[src/rtl/spi_ctl_pkg.sv]
package spi_ctl_pkg;
  localparam int SPI_DW  = 8;
  localparam int MAX_DIV = 128;

  localparam logic [1:0] A_CTRL = 2'd0;
  localparam logic [1:0] A_STAT = 2'd1;
  localparam logic [1:0] A_DATA = 2'd2;

  typedef struct packed {
    logic       intr_en;
    logic       port_en;
    logic       half_off;
    logic       master;
    logic       cpol;
    logic       cpha;
    logic [1:0] rate;
  } ctrl_t;

  // System clocks per full SCK period for a {bypass, rate} code.
  function automatic int unsigned sck_div(input logic [2:0] code);
    case (code)
      3'b100:  return 4;
      3'b000:  return 8;
      3'b001:  return 16;
      3'b110:  return 32;
      3'b010:  return 64;
      default: return 128;
    endcase
  endfunction
endpackage

[src/rtl/spi_baud_gen.sv]
module spi_baud_gen
  import spi_ctl_pkg::*;
#(
  parameter int MAXD = MAX_DIV
) (
  input  logic       clk,
  input  logic       rst_n,
  input  logic       run,
  input  logic [2:0] code,
  output logic       tick
);
  localparam int CW = $clog2(MAXD / 2);

  logic [CW-1:0] cnt_q;
  logic [CW-1:0] half_m1;

  assign half_m1 = CW'(sck_div(code) / 2 - 1);
  assign tick    = run && (cnt_q >= half_m1);

  always_ff @(posedge clk or negedge rst_n) begin
    if (!rst_n)     cnt_q <= '0;
    else if (!run)  cnt_q <= '0;
    else if (tick)  cnt_q <= '0;
    else            cnt_q <= cnt_q + 1'b1;
  end


  tick_gap_chk: assert property (@(posedge clk) disable iff (!rst_n)
    tick |=> !tick);
endmodule

[src/rtl/spi_pin_sync.sv]
module spi_pin_sync #(
  parameter int STAGES = 2
) (
  input  logic clk,
  input  logic rst_n,
  input  logic din,
  output logic edge_p
);
  logic [STAGES:0] sr_q;

  always_ff @(posedge clk or negedge rst_n) begin
    if (!rst_n) sr_q <= '0;
    else        sr_q <= {sr_q[STAGES-1:0], din};
  end

  assign edge_p = sr_q[STAGES] ^ sr_q[STAGES-1];
endmodule

[src/rtl/spi_shift_eng.sv]
module spi_shift_eng #(
  parameter int DW = 8
) (
  input  logic          clk,
  input  logic          rst_n,
  input  logic          load,
  input  logic [DW-1:0] load_val,
  input  logic          abort,
  input  logic          edge_p,
  input  logic          cpha,
  input  logic          sin,
  output logic          sout,
  output logic          done,
  output logic [DW-1:0] rx,
  output logic          active
);
  localparam int EDGES = 2 * DW;
  localparam int EW    = $clog2(EDGES);
  localparam logic [EW-1:0] LAST = EW'(EDGES - 1);

  logic [EW-1:0] cnt_q;
  logic [DW-1:0] tx_q, rx_q;
  logic          done_q;
  logic          is_sample, is_shift, last_edge;

  assign is_sample = (cnt_q[0] == cpha);
  assign is_shift  = !is_sample && (cnt_q != '0) && (cnt_q != LAST);
  assign last_edge = edge_p && (cnt_q == LAST);

  always_ff @(posedge clk or negedge rst_n) begin
    if (!rst_n) begin
      cnt_q  <= '0;
      tx_q   <= '0;
      rx_q   <= '0;
      done_q <= 1'b0;
    end else begin
      done_q <= last_edge && !abort;
      if (abort)          cnt_q <= '0;
      else if (last_edge) cnt_q <= '0;
      else if (edge_p)    cnt_q <= cnt_q + 1'b1;
      if (load)                        tx_q <= load_val;
      else if (edge_p && is_shift)     tx_q <= {tx_q[DW-2:0], 1'b0};
      if (edge_p && is_sample && !abort) rx_q <= {rx_q[DW-2:0], sin};
    end
  end

  assign sout   = tx_q[DW-1];
  assign done   = done_q;
  assign rx     = rx_q;
  assign active = (cnt_q != '0);


  done_edge_chk: assert property (@(posedge clk) disable iff (!rst_n)
    done |-> $past(edge_p));

  sample_take_chk: assert property (@(posedge clk) disable iff (!rst_n)
    (edge_p && is_sample && !abort) |=> rx_q[0] == $past(sin));
endmodule

[src/rtl/spi_ctl_top.sv]
module spi_ctl_top
  import spi_ctl_pkg::*;
(
  input  logic       clk,
  input  logic       rst_n,
  input  logic       bus_wr,
  input  logic [1:0] bus_addr,
  input  logic [7:0] bus_wdata,
  output logic [7:0] bus_rdata,
  output logic       irq,
  input  logic       sck_in,
  output logic       sck_out,
  output logic       sck_oe,
  input  logic       mosi_in,
  output logic       mosi_out,
  output logic       mosi_oe,
  input  logic       miso_in,
  output logic       miso_out,
  output logic       miso_oe,
  input  logic       ss_n
);
  ctrl_t             ctrl_q;
  logic              eot_q, modf_q, ovr_q;
  logic [SPI_DW-1:0] data_q;
  logic              busy_q, sck_tgl_q;

  logic master_on, slave_sel, fault;
  logic wr_ctrl, wr_stat, wr_data;
  logic start, slave_load;
  logic tick, s_edge;
  logic eng_edge, eng_abort, eng_sin, eng_sout, eng_done, eng_active;
  logic [SPI_DW-1:0] eng_rx;

  assign master_on = ctrl_q.port_en && ctrl_q.master;
  assign slave_sel = ctrl_q.port_en && !ctrl_q.master && !ss_n;
  assign fault     = master_on && !ss_n;

  assign wr_ctrl = bus_wr && (bus_addr == A_CTRL);
  assign wr_stat = bus_wr && (bus_addr == A_STAT);
  assign wr_data = bus_wr && (bus_addr == A_DATA);

  assign start      = wr_data && master_on && !busy_q && !fault;
  assign slave_load = wr_data && !master_on && !eng_active;

  spi_baud_gen #(.MAXD(MAX_DIV)) baud_i (
    .clk(clk), .rst_n(rst_n), .run(busy_q),
    .code({ctrl_q.half_off, ctrl_q.rate}), .tick(tick)
  );

  spi_pin_sync #(.STAGES(2)) sync_i (
    .clk(clk), .rst_n(rst_n), .din(sck_in), .edge_p(s_edge)
  );

  assign eng_edge  = master_on ? tick : (slave_sel && s_edge);
  assign eng_abort = fault || (master_on ? (!busy_q && !start) : !slave_sel);
  assign eng_sin   = master_on ? miso_in : mosi_in;

  spi_shift_eng #(.DW(SPI_DW)) eng_i (
    .clk(clk), .rst_n(rst_n), .load(start || slave_load),
    .load_val(bus_wdata), .abort(eng_abort), .edge_p(eng_edge),
    .cpha(ctrl_q.cpha), .sin(eng_sin), .sout(eng_sout),
    .done(eng_done), .rx(eng_rx), .active(eng_active)
  );

  always_ff @(posedge clk or negedge rst_n) begin
    if (!rst_n) begin
      ctrl_q    <= '0;
      eot_q     <= 1'b0;
      modf_q    <= 1'b0;
      ovr_q     <= 1'b0;
      data_q    <= '0;
      busy_q    <= 1'b0;
      sck_tgl_q <= 1'b0;
    end else begin
      if (wr_ctrl) ctrl_q <= ctrl_t'(bus_wdata);
      if (fault) begin
        ctrl_q.port_en <= 1'b0;
        ctrl_q.master  <= 1'b0;
      end

      if (fault || eng_done) busy_q <= 1'b0;
      else if (start)        busy_q <= 1'b1;

      if (!busy_q)   sck_tgl_q <= ctrl_q.cpol;
      else if (tick) sck_tgl_q <= ~sck_tgl_q;

      if (wr_stat && bus_wdata[7]) eot_q  <= 1'b0;
      if (wr_stat && bus_wdata[6]) modf_q <= 1'b0;
      if (wr_stat && bus_wdata[5]) ovr_q  <= 1'b0;
      if (fault) modf_q <= 1'b1;
      if (eng_done) begin
        eot_q <= 1'b1;
        if (eot_q) ovr_q  <= 1'b1;
        else       data_q <= eng_rx;
      end
    end
  end

  always_comb begin
    case (bus_addr)
      A_CTRL:  bus_rdata = ctrl_q;
      A_STAT:  bus_rdata = {eot_q, modf_q, ovr_q, 5'b0};
      A_DATA:  bus_rdata = data_q;
      default: bus_rdata = '0;
    endcase
  end

  assign irq      = ctrl_q.intr_en && (eot_q || modf_q || ovr_q);
  assign sck_oe   = master_on;
  assign sck_out  = busy_q ? sck_tgl_q : ctrl_q.cpol;
  assign mosi_oe  = master_on;
  assign mosi_out = eng_sout;
  assign miso_oe  = slave_sel;
  assign miso_out = eng_sout;


  modf_drop_chk: assert property (@(posedge clk) disable iff (!rst_n)
    fault |=> (!ctrl_q.port_en && !ctrl_q.master && modf_q));

  ovr_keep_chk: assert property (@(posedge clk) disable iff (!rst_n)
    (eng_done && eot_q) |=> (ovr_q && $stable(data_q)));

  irq_rise_chk: assert property (@(posedge clk) disable iff (!rst_n)
    ($rose(eot_q) && ctrl_q.intr_en) |-> irq);

  sck_park_chk: assert property (@(posedge clk) disable iff (!rst_n)
    (master_on && eng_done) |-> (sck_out == ctrl_q.cpol));
endmodule

[config.mk]
export PLATFORM = sky130hd
export DESIGN_NAME = spi_ctl_top
export DESIGN_NICKNAME = d
export VERILOG_FILES = /design/src/rtl/spi_ctl_pkg.sv /design/src/rtl/spi_baud_gen.sv /design/src/rtl/spi_pin_sync.sv /design/src/rtl/spi_shift_eng.sv /design/src/rtl/spi_ctl_top.sv
export SDC_FILE = /design/constraint.sdc
export NUM_CORES = 1
export LEC_CHECK = 0
export BUFFER_PORTS_ARGS = -buffer_cell sky130_fd_sc_hd__buf_2
export CAP_MARGIN = 20
export CORE_ASPECT_RATIO = 1.1
export CORE_MARGIN = 3
export CORE_UTILIZATION = 52
export CTS_CLUSTER_DIAMETER = 80
export CTS_CLUSTER_SIZE = 30
export DETAILED_ROUTE_END_ITERATION = 6
export PLACE_DENSITY = 0.83
export SLEW_MARGIN = 20
export SYNTH_ARGS = -nofsm -noshare
export SYNTH_HDL_FRONTEND = slang
export SYNTH_HIERARCHICAL = 1
export SYNTH_SLANG_ARGS = --single-unit
[constraint.sdc]
create_clock -name clk -period 2.4 [get_ports clk]
set_clock_uncertainty 0.05 [all_clocks]
set_input_delay 0.24 -clock clk [delete_from_list [all_inputs] [get_ports clk]]
set_output_delay 0.24 -clock clk [all_outputs]
set_load 0.01 [all_outputs]
==> results of run 1 <==
-- worst paths after layout --
| path | endpoint | from | cells past startpoint | slack (ps) |
|---|---|---|---|---|
| max in group asynchronous | ctrl_q[0] | rst_n | 3 | 1670 |
| max reg2reg | eng_i/cnt_q[3] | ctrl_q[5] | 10 | -120 |
| min reg2reg | sync_i/sr_q[1] | sync_i/sr_q[0] | 0 | 300 |
| min | eng_i/tx_q[0] | bus_wdata[0] | 3 | 130 |
| min in group asynchronous | baud_i/cnt_q[5] | rst_n | 3 | 390 |
| max | eng_i/cnt_q[3] | ctrl_q[5] | 10 | -120 |
-- layout make-up --
type / instances / area (sq um)
repair buffers: 62 / 438
clock inverters: 2 / 12.5
clock buffers: 6 / 72.6
inverters: 5 / 18.8
multi-input cells: 159 / 1370
well taps: 56 / 70.1
fillers: 344 / 1520
flip-flops and latches: 51 / 1280
-- state kept, by name, summed over array words and instances (netlist names) --
| signal | cells |
|---|---|
| sck_tgl_q | 1 |
| busy_q | 1 |
| eng_i/rx | 8 |
| sync_i/sr_q | 3 |
| modf_q | 1 |
| baud_i/cnt_q | 6 |
| ovr_q | 1 |
| eng_i/cnt_q | 4 |
| eng_i/done | 1 |
| eng_i/tx_q | 8 |
| ctrl_q | 8 |
| eot_q | 1 |
| data_q | 8 |
-- cell families (layout without fill, tap and decap cells) --
kind of cell | after synthesis | after routing | share of synthesized area (%)
DFF | 51 | 51 | 47.8
AOI/OAI and AO/OA | 41 | 41 | 11.3
and+or+nand+nor | 66 | 66 | 14.6
xor gates and xnor gates | 8 | 8 | 2.91
buffers and inverters | 16 | 75 | 3.85
adders and majority gates | 8 | 8 | 3.75
muxes | 36 | 36 | 15.8
-- routing by layer --
metal  vias to the layer above  routed length (um)  track usage (%)
met4                         0                 187             8.90
met5                         -                   0                0
met3                        14                 258             4.46
met1                       994                2500             27.1
li1                        934                   -                -
met2                        55                2890             32.7
-- where the power goes --
group          internal (W)  switching (W)  total [W]
logic              0.000331       0.000313   0.000644
registers          0.000973       0.000118    0.00109
clock network      0.000204       0.000274   0.000478
-- repair_timing --
action | 4_1_cts | 5_1_grt
pin swaps | 9 | 16
resized for setup | 9 | 12
endpoints found under the setup margin | 18 | 20
hold buffers | 2 | 0
setup buffers | 7 | 11
hold endpoints to repair | 52 | 0
-- worst max-delay path, delay by kind of cell (launching register included) --
family | cells | cell delay, ps
AO/OA/AOI/OAI | 3 | 560
adder cells (fa/ha/maj) | 1 | 340
buffers and inverters | 1 | 160
flip-flops | 1 | 450
multiplexers | 1 | 140
AND/OR/NAND/NOR | 4 | 750
-- placed cells by master (no fill, tap or decap), drive strengths merged, types with 2 or more instances in the layout --
| cell | Yosys | routed |
|---|---|---|
| buf | 8 | 60 |
| dfrtp | 51 | 51 |
| mux2 | 24 | 24 |
| nor2 | 13 | 13 |
| mux2i | 12 | 12 |
| nand2 | 12 | 12 |
| o21ai | 10 | 10 |
| nor2b | 8 | 8 |
| ha | 8 | 8 |
| nor3 | 7 | 7 |
| nand2b | 7 | 7 |
| a41oi | 7 | 7 |
| a21oi | 7 | 7 |
| a221o | 6 | 6 |
| clkbuf | 3 | 6 |
| inv | 5 | 5 |
| xor2 | 5 | 5 |
| xnor2 | 3 | 3 |
| and2 | 3 | 3 |
| nor3b | 3 | 3 |
| nand3 | 3 | 3 |
| a22o | 2 | 2 |
| a21o | 2 | 2 |
| dlygate4sd3 | 0 | 2 |
| and4 | 2 | 2 |
-- synthesized netlist by cell type (7+ instances only) --
| cell | instances |
|---|---|
| a21oi_1 | 7 |
| a41oi_1 | 7 |
| dfrtp_1 | 51 |
| ha_1 | 8 |
| mux2_2 | 16 |
| mux2_4 | 8 |
| mux2i_1 | 12 |
| nand2_1 | 12 |
| nand2b_1 | 7 |
| nor2_1 | 13 |
| nor2b_1 | 8 |
| nor3_1 | 7 |
| o21ai_0 | 7 |
-- through the flow --
step | utilization (%) | area [sq um]
after floorplan | - | 2680
after global placement | 62.5 | 2990
after detailed placement | 62.5 | 2990
after CTS | 66.7 | 3190
after global routing | 68.3 | 3270
final | 68.3 | 3270
==> results.cfg, run 1 <==
[sta]
min_period_over_period_pct = 105
hold_ws_ps = 126
fmax_mhz = 396
fin_crit_ps = 2520
final_max_slew_viol_count = 0
tns_ps = -1250
timing_hold_violations_final = 0
rsz0062_at_grt = yes
setup_viol = 16
relSlewSlack_pct = 51.4
fin_ws_ps = -125
worst_slew_pin_slew_ps = 727

[worst_setup_path]
end_kind = flip-flop
cp-start-kind = flip-flop
crit_slowest_cell = dfrtp_2
crit_fanout = 8
cp_slowest_stage_delay_ps = 450
crit_required_ps = 2590
crit_chain = mux2i_1 > ha_1 > nand4_1 > nor2_1 > o21a_1 > a22o_1 > buf_6 > nand2_4 > or4_4 > a21oi_2
cp_data_arrival_time_ps = 2710
crit_type = reg -> reg

[placement]
gp_congestion = 0.815
post-place-ws_ps = -222
hpwl_um = 4090
port_buffers = 31
dp.cells = 321

[run]
max_cap_violations = 0

[routing]
via_count = 1997
drc = 0
viasPerCell = 5.86
first_pass_iters = 4
drtIter0Drc = 96
wl_per_cell_um = 17.1
wl_um = 5840
antenna_left = 0

[cts]
cts_tree = done
clock_path_buffers = 2
cts_root_buffer = clkbuf_8
cts-buffers-inserted = 5
clkTransAtPathRegs_ps = 90
clock_latency_ps = 300
cts_htree_levels = 2
clock-sinks = 51

[power]
p_leak_nw = 1.56
ir_drop_mv = 0.380
power_w = 0.00221
power.density_mw_per_mm2 = 678

[grt]
antenna_found_initial = 0
grt_pass1_wl_um = 9250
grt.overflow.total = 0
first_global_vias = 1932
track_usage_pct = 20.6
grt_start_max_net_pins = 52

[hold_path]
hold_class = in -> reg

[synth]
synthArstFlopShare_pct = 100
syn-cell-area_sq_mm = 0.00267
ys_seq_area_share_pct = 47.8
synth_cell_types = 49
synth_top_area_share_pct = 47.8
yosys-top-cells-area = dfrtp_1 (48%), mux2_2 (6.8%), mux2i_1 (4.5%)
yosys_warnings = 6
synth_edf_count = 0
avgSynthCellArea_sq_um = 11.8
yosysTopAreaCell = dfrtp_1
postSynthCellCount = 226
syn-num-nets = 251
synthFlopType = dfrtp_1
synth.ff_latch_count = 51

[floorplan]
dieArea_sq_mm = 0.00603
ios = 32
start_util_pct = 55.8
core_sq_mm = 0.00478
die_w_um = 74.3
row_count = 26
die_h_um = 81.1

[cells_and_area]
finalNonFillerCells = 341
drive_gt1_share_pct = 41.1
antenna_cells = 0
area_growth_pct = 22.4
final_nets = 309

[run_status]
violations = setup timing
status = finished, violations left
(Power assumes the default switching activity.)
==> run 2: changes to the inputs <==
--- a/config.mk
+++ b/config.mk
@@ -11,3 +11,3 @@
 export CORE_MARGIN = 3
-export CORE_UTILIZATION = 52
+export CORE_UTILIZATION = 55
 export CTS_CLUSTER_DIAMETER = 80
@@ -15,3 +15,3 @@
 export DETAILED_ROUTE_END_ITERATION = 6
-export PLACE_DENSITY = 0.83
+export PLACE_DENSITY = 0.84
 export SLEW_MARGIN = 20
==> constraint.sdc (replaced) <==
create_clock -name clk -period 2.85 [get_ports clk]
set_clock_uncertainty 0.05 [all_clocks]
set_input_delay 0.285 -clock clk [delete_from_list [all_inputs] [get_ports clk]]
set_output_delay 0.285 -clock clk [all_outputs]
set_load 0.005 [all_outputs]
==> run 2 against run 1 <==
  * The flow now finishes without violations
  * Fmax fell by 4.0%
  * Clock-buffer cell count fell by 1
  * Non-clock buffer count fell by 24
  * Highest routed layer unchanged
  * Clock power fell by 11%
  * Largest cell class unchanged
  * Critical path depth rose by 1
  * Global-route usage rose by 0.82 points
  * Worst setup slack improved by 340 ps
  * Sequential power fell by 16%
  * Utilization fell by 2.2 points
  * Sequential share of layout area rose by 4.0 points
==> results.cfg, run 2 (same netlist as run 1, synthesis figures left out) <==
[run_status]
status = completed

[grt]
grt_start_max_net_pins = 28
track_usage_pct = 21.4
grt_pass1_wl_um = 9430
grt.overflow.total = 0
first_global_vias = 1960
antenna_found_initial = 0

[placement]
port_buffers = 31
hpwl_um = 4010
gp_congestion = 0.856

[cells_and_area]
drive_gt1_share_pct = 29.5
layout_common_cells = dfrtp_1 (51), buf_2 (31), mux2_2 (16)
area_growth_pct = 10.7
antenna_cells = 0
final_nets = 285
fill_cells = 366
layout_commonest_cell = dfrtp_1

[cts]
cts_setup_buffers = 0
cts_htree_levels = 2
clock_path_buffers = 2
clock_latency_ps = 310
cts_root_buffer = clkbuf_8
clkTransAtPathRegs_ps = 90
cts-buffers-inserted = 5
clock-sinks = 51
cts_tree = done

[worst_setup_path]
crit_type = reg -> reg
cp-start-kind = flip-flop
cp_data_arrival_time_ps = 2760
end_kind = flip-flop
r2r_cells = 11
crit_required_ps = 2980
crit_fanout = 13

[routing]
viasPerCell = 6.03
drc = 0
top_layer = met4
met2_length_um = 2680
drt-met1-wl_um = 2450
first_pass_iters = 4
antenna_left = 0
drtIter0Drc = 133
wl_um = 5470
via_count = 1900
wl_met3_um = 235
wl_per_cell_um = 17.4

[floorplan]
die_w_um = 72.4
start_util_pct = 59.6
dieArea_sq_mm = 0.00572
ios = 32
core_sq_mm = 0.00447
die_h_um = 79.0
row_count = 25

[sta]
min_period_over_period_pct = 92.3
timing_hold_violations_final = 0
hold_ws_ps = 31.7
tns_ps = 0
rsz0062_at_grt = no
worst_slew_pin_slew_ps = 795
setup_viol = 0
final_max_slew_viol_count = 0
fin_crit_ps = 2630
fmax_mhz = 380
relSlewSlack_pct = 46.9

[power]
ir_drop_mv = 0.305
p_leak_nw = 1.41
power.density_mw_per_mm2 = 593
power_w = 0.00175

[run]
max_cap_violations = 0

[hold_path]
hold_class = in -> reg
hold_depth = 1
-- run 2: cell count changes in the layout (fill, tap and decap cells not counted), moves of 2 or more --
| cell | change |
|---|---|
| ha_4 | -2 |
| buf_12 | -3 |
| a21oi_1 | +5 |
| buf_6 | -2 |
| a21oi_2 | -5 |
| dfrtp_1 | +3 |
| dfrtp_2 | -3 |
| buf_4 | -18 |
| nand2_1 | +3 |
| nand2_2 | -2 |
| ha_1 | +2 |
-- run 2: final timing paths --
check,slack [ps],from,endpoint
min in group asynchronous,450,rst_n,sck_tgl_q
hold / removal,30,sck_in,sync_i/sr_q[0]
setup / recovery,220,ctrl_q[1],eng_i/tx_q[7]
setup reg to reg,220,ctrl_q[1],eng_i/tx_q[7]
max in group asynchronous,1550,rst_n,data_q[0]
hold reg to reg,310,sync_i/sr_q[0],sync_i/sr_q[1]
-- run 2: layout make-up --
cell class              count  area (sq um)  share of cell area, %
well taps                  54          67.6                   2.29
clock inverters             3          23.8                  0.805
clock buffers               5          68.8                   2.33
multi-input cells         159          1290                   43.6
inverters                   5          18.8                  0.635
flip-flops and latches     51          1280                   43.2
repair buffers             38           210                   7.12
-- run 2: worst max-delay path: stages (launching register included) --
cell       delay [ps]
dfrtp_1           460
nor2_1            160
and2_1            150
ha_1              230
a21oi_1           220
nor2_1             70
o21a_1            230
a22o_1            240
buf_4             190
and2_1            150
a41o_1            230
a2bb2oi_1         130
-- run 2: what timing repair did --
action | 4_1_cts | 5_1_grt
gates resized for setup | 0 | 0
hold endpoints to repair | 24 | 0
hold buffers | 1 | 0
-- run 2: per-stage QoR --
step / util [%] / area [sq um] / std cells / setup slack (ps)
2_1_floorplan: - / 2670 / 226 / 292
3_3_place_gp: 63.7 / 2850 / 306 / 407
3_5_place_dp: 63.7 / 2850 / 306 / 297
4_1_cts: 66.0 / 2950 / 315 / 208
5_1_grt: 66.0 / 2950 / 315 / 98.0
6_report: 66.0 / 2950 / 315 / 219
-- run 2: layer usage --
layer	up-vias	track usage, %
met5	-	0
met4	0	7.38
met3	9	3.54
met2	52	34.9
met1	952	28.9
li1	887	-
-- run 2: power by group --
| part | internal [W] | switching, W | leakage (nW) |
|---|---|---|---|
| Clock | 0.000176 | 0.000251 | 0.0408 |
| Sequential | 0.000818 | 0.0000963 | 0.670 |
| Combinational | 0.000207 | 0.000204 | 0.696 |
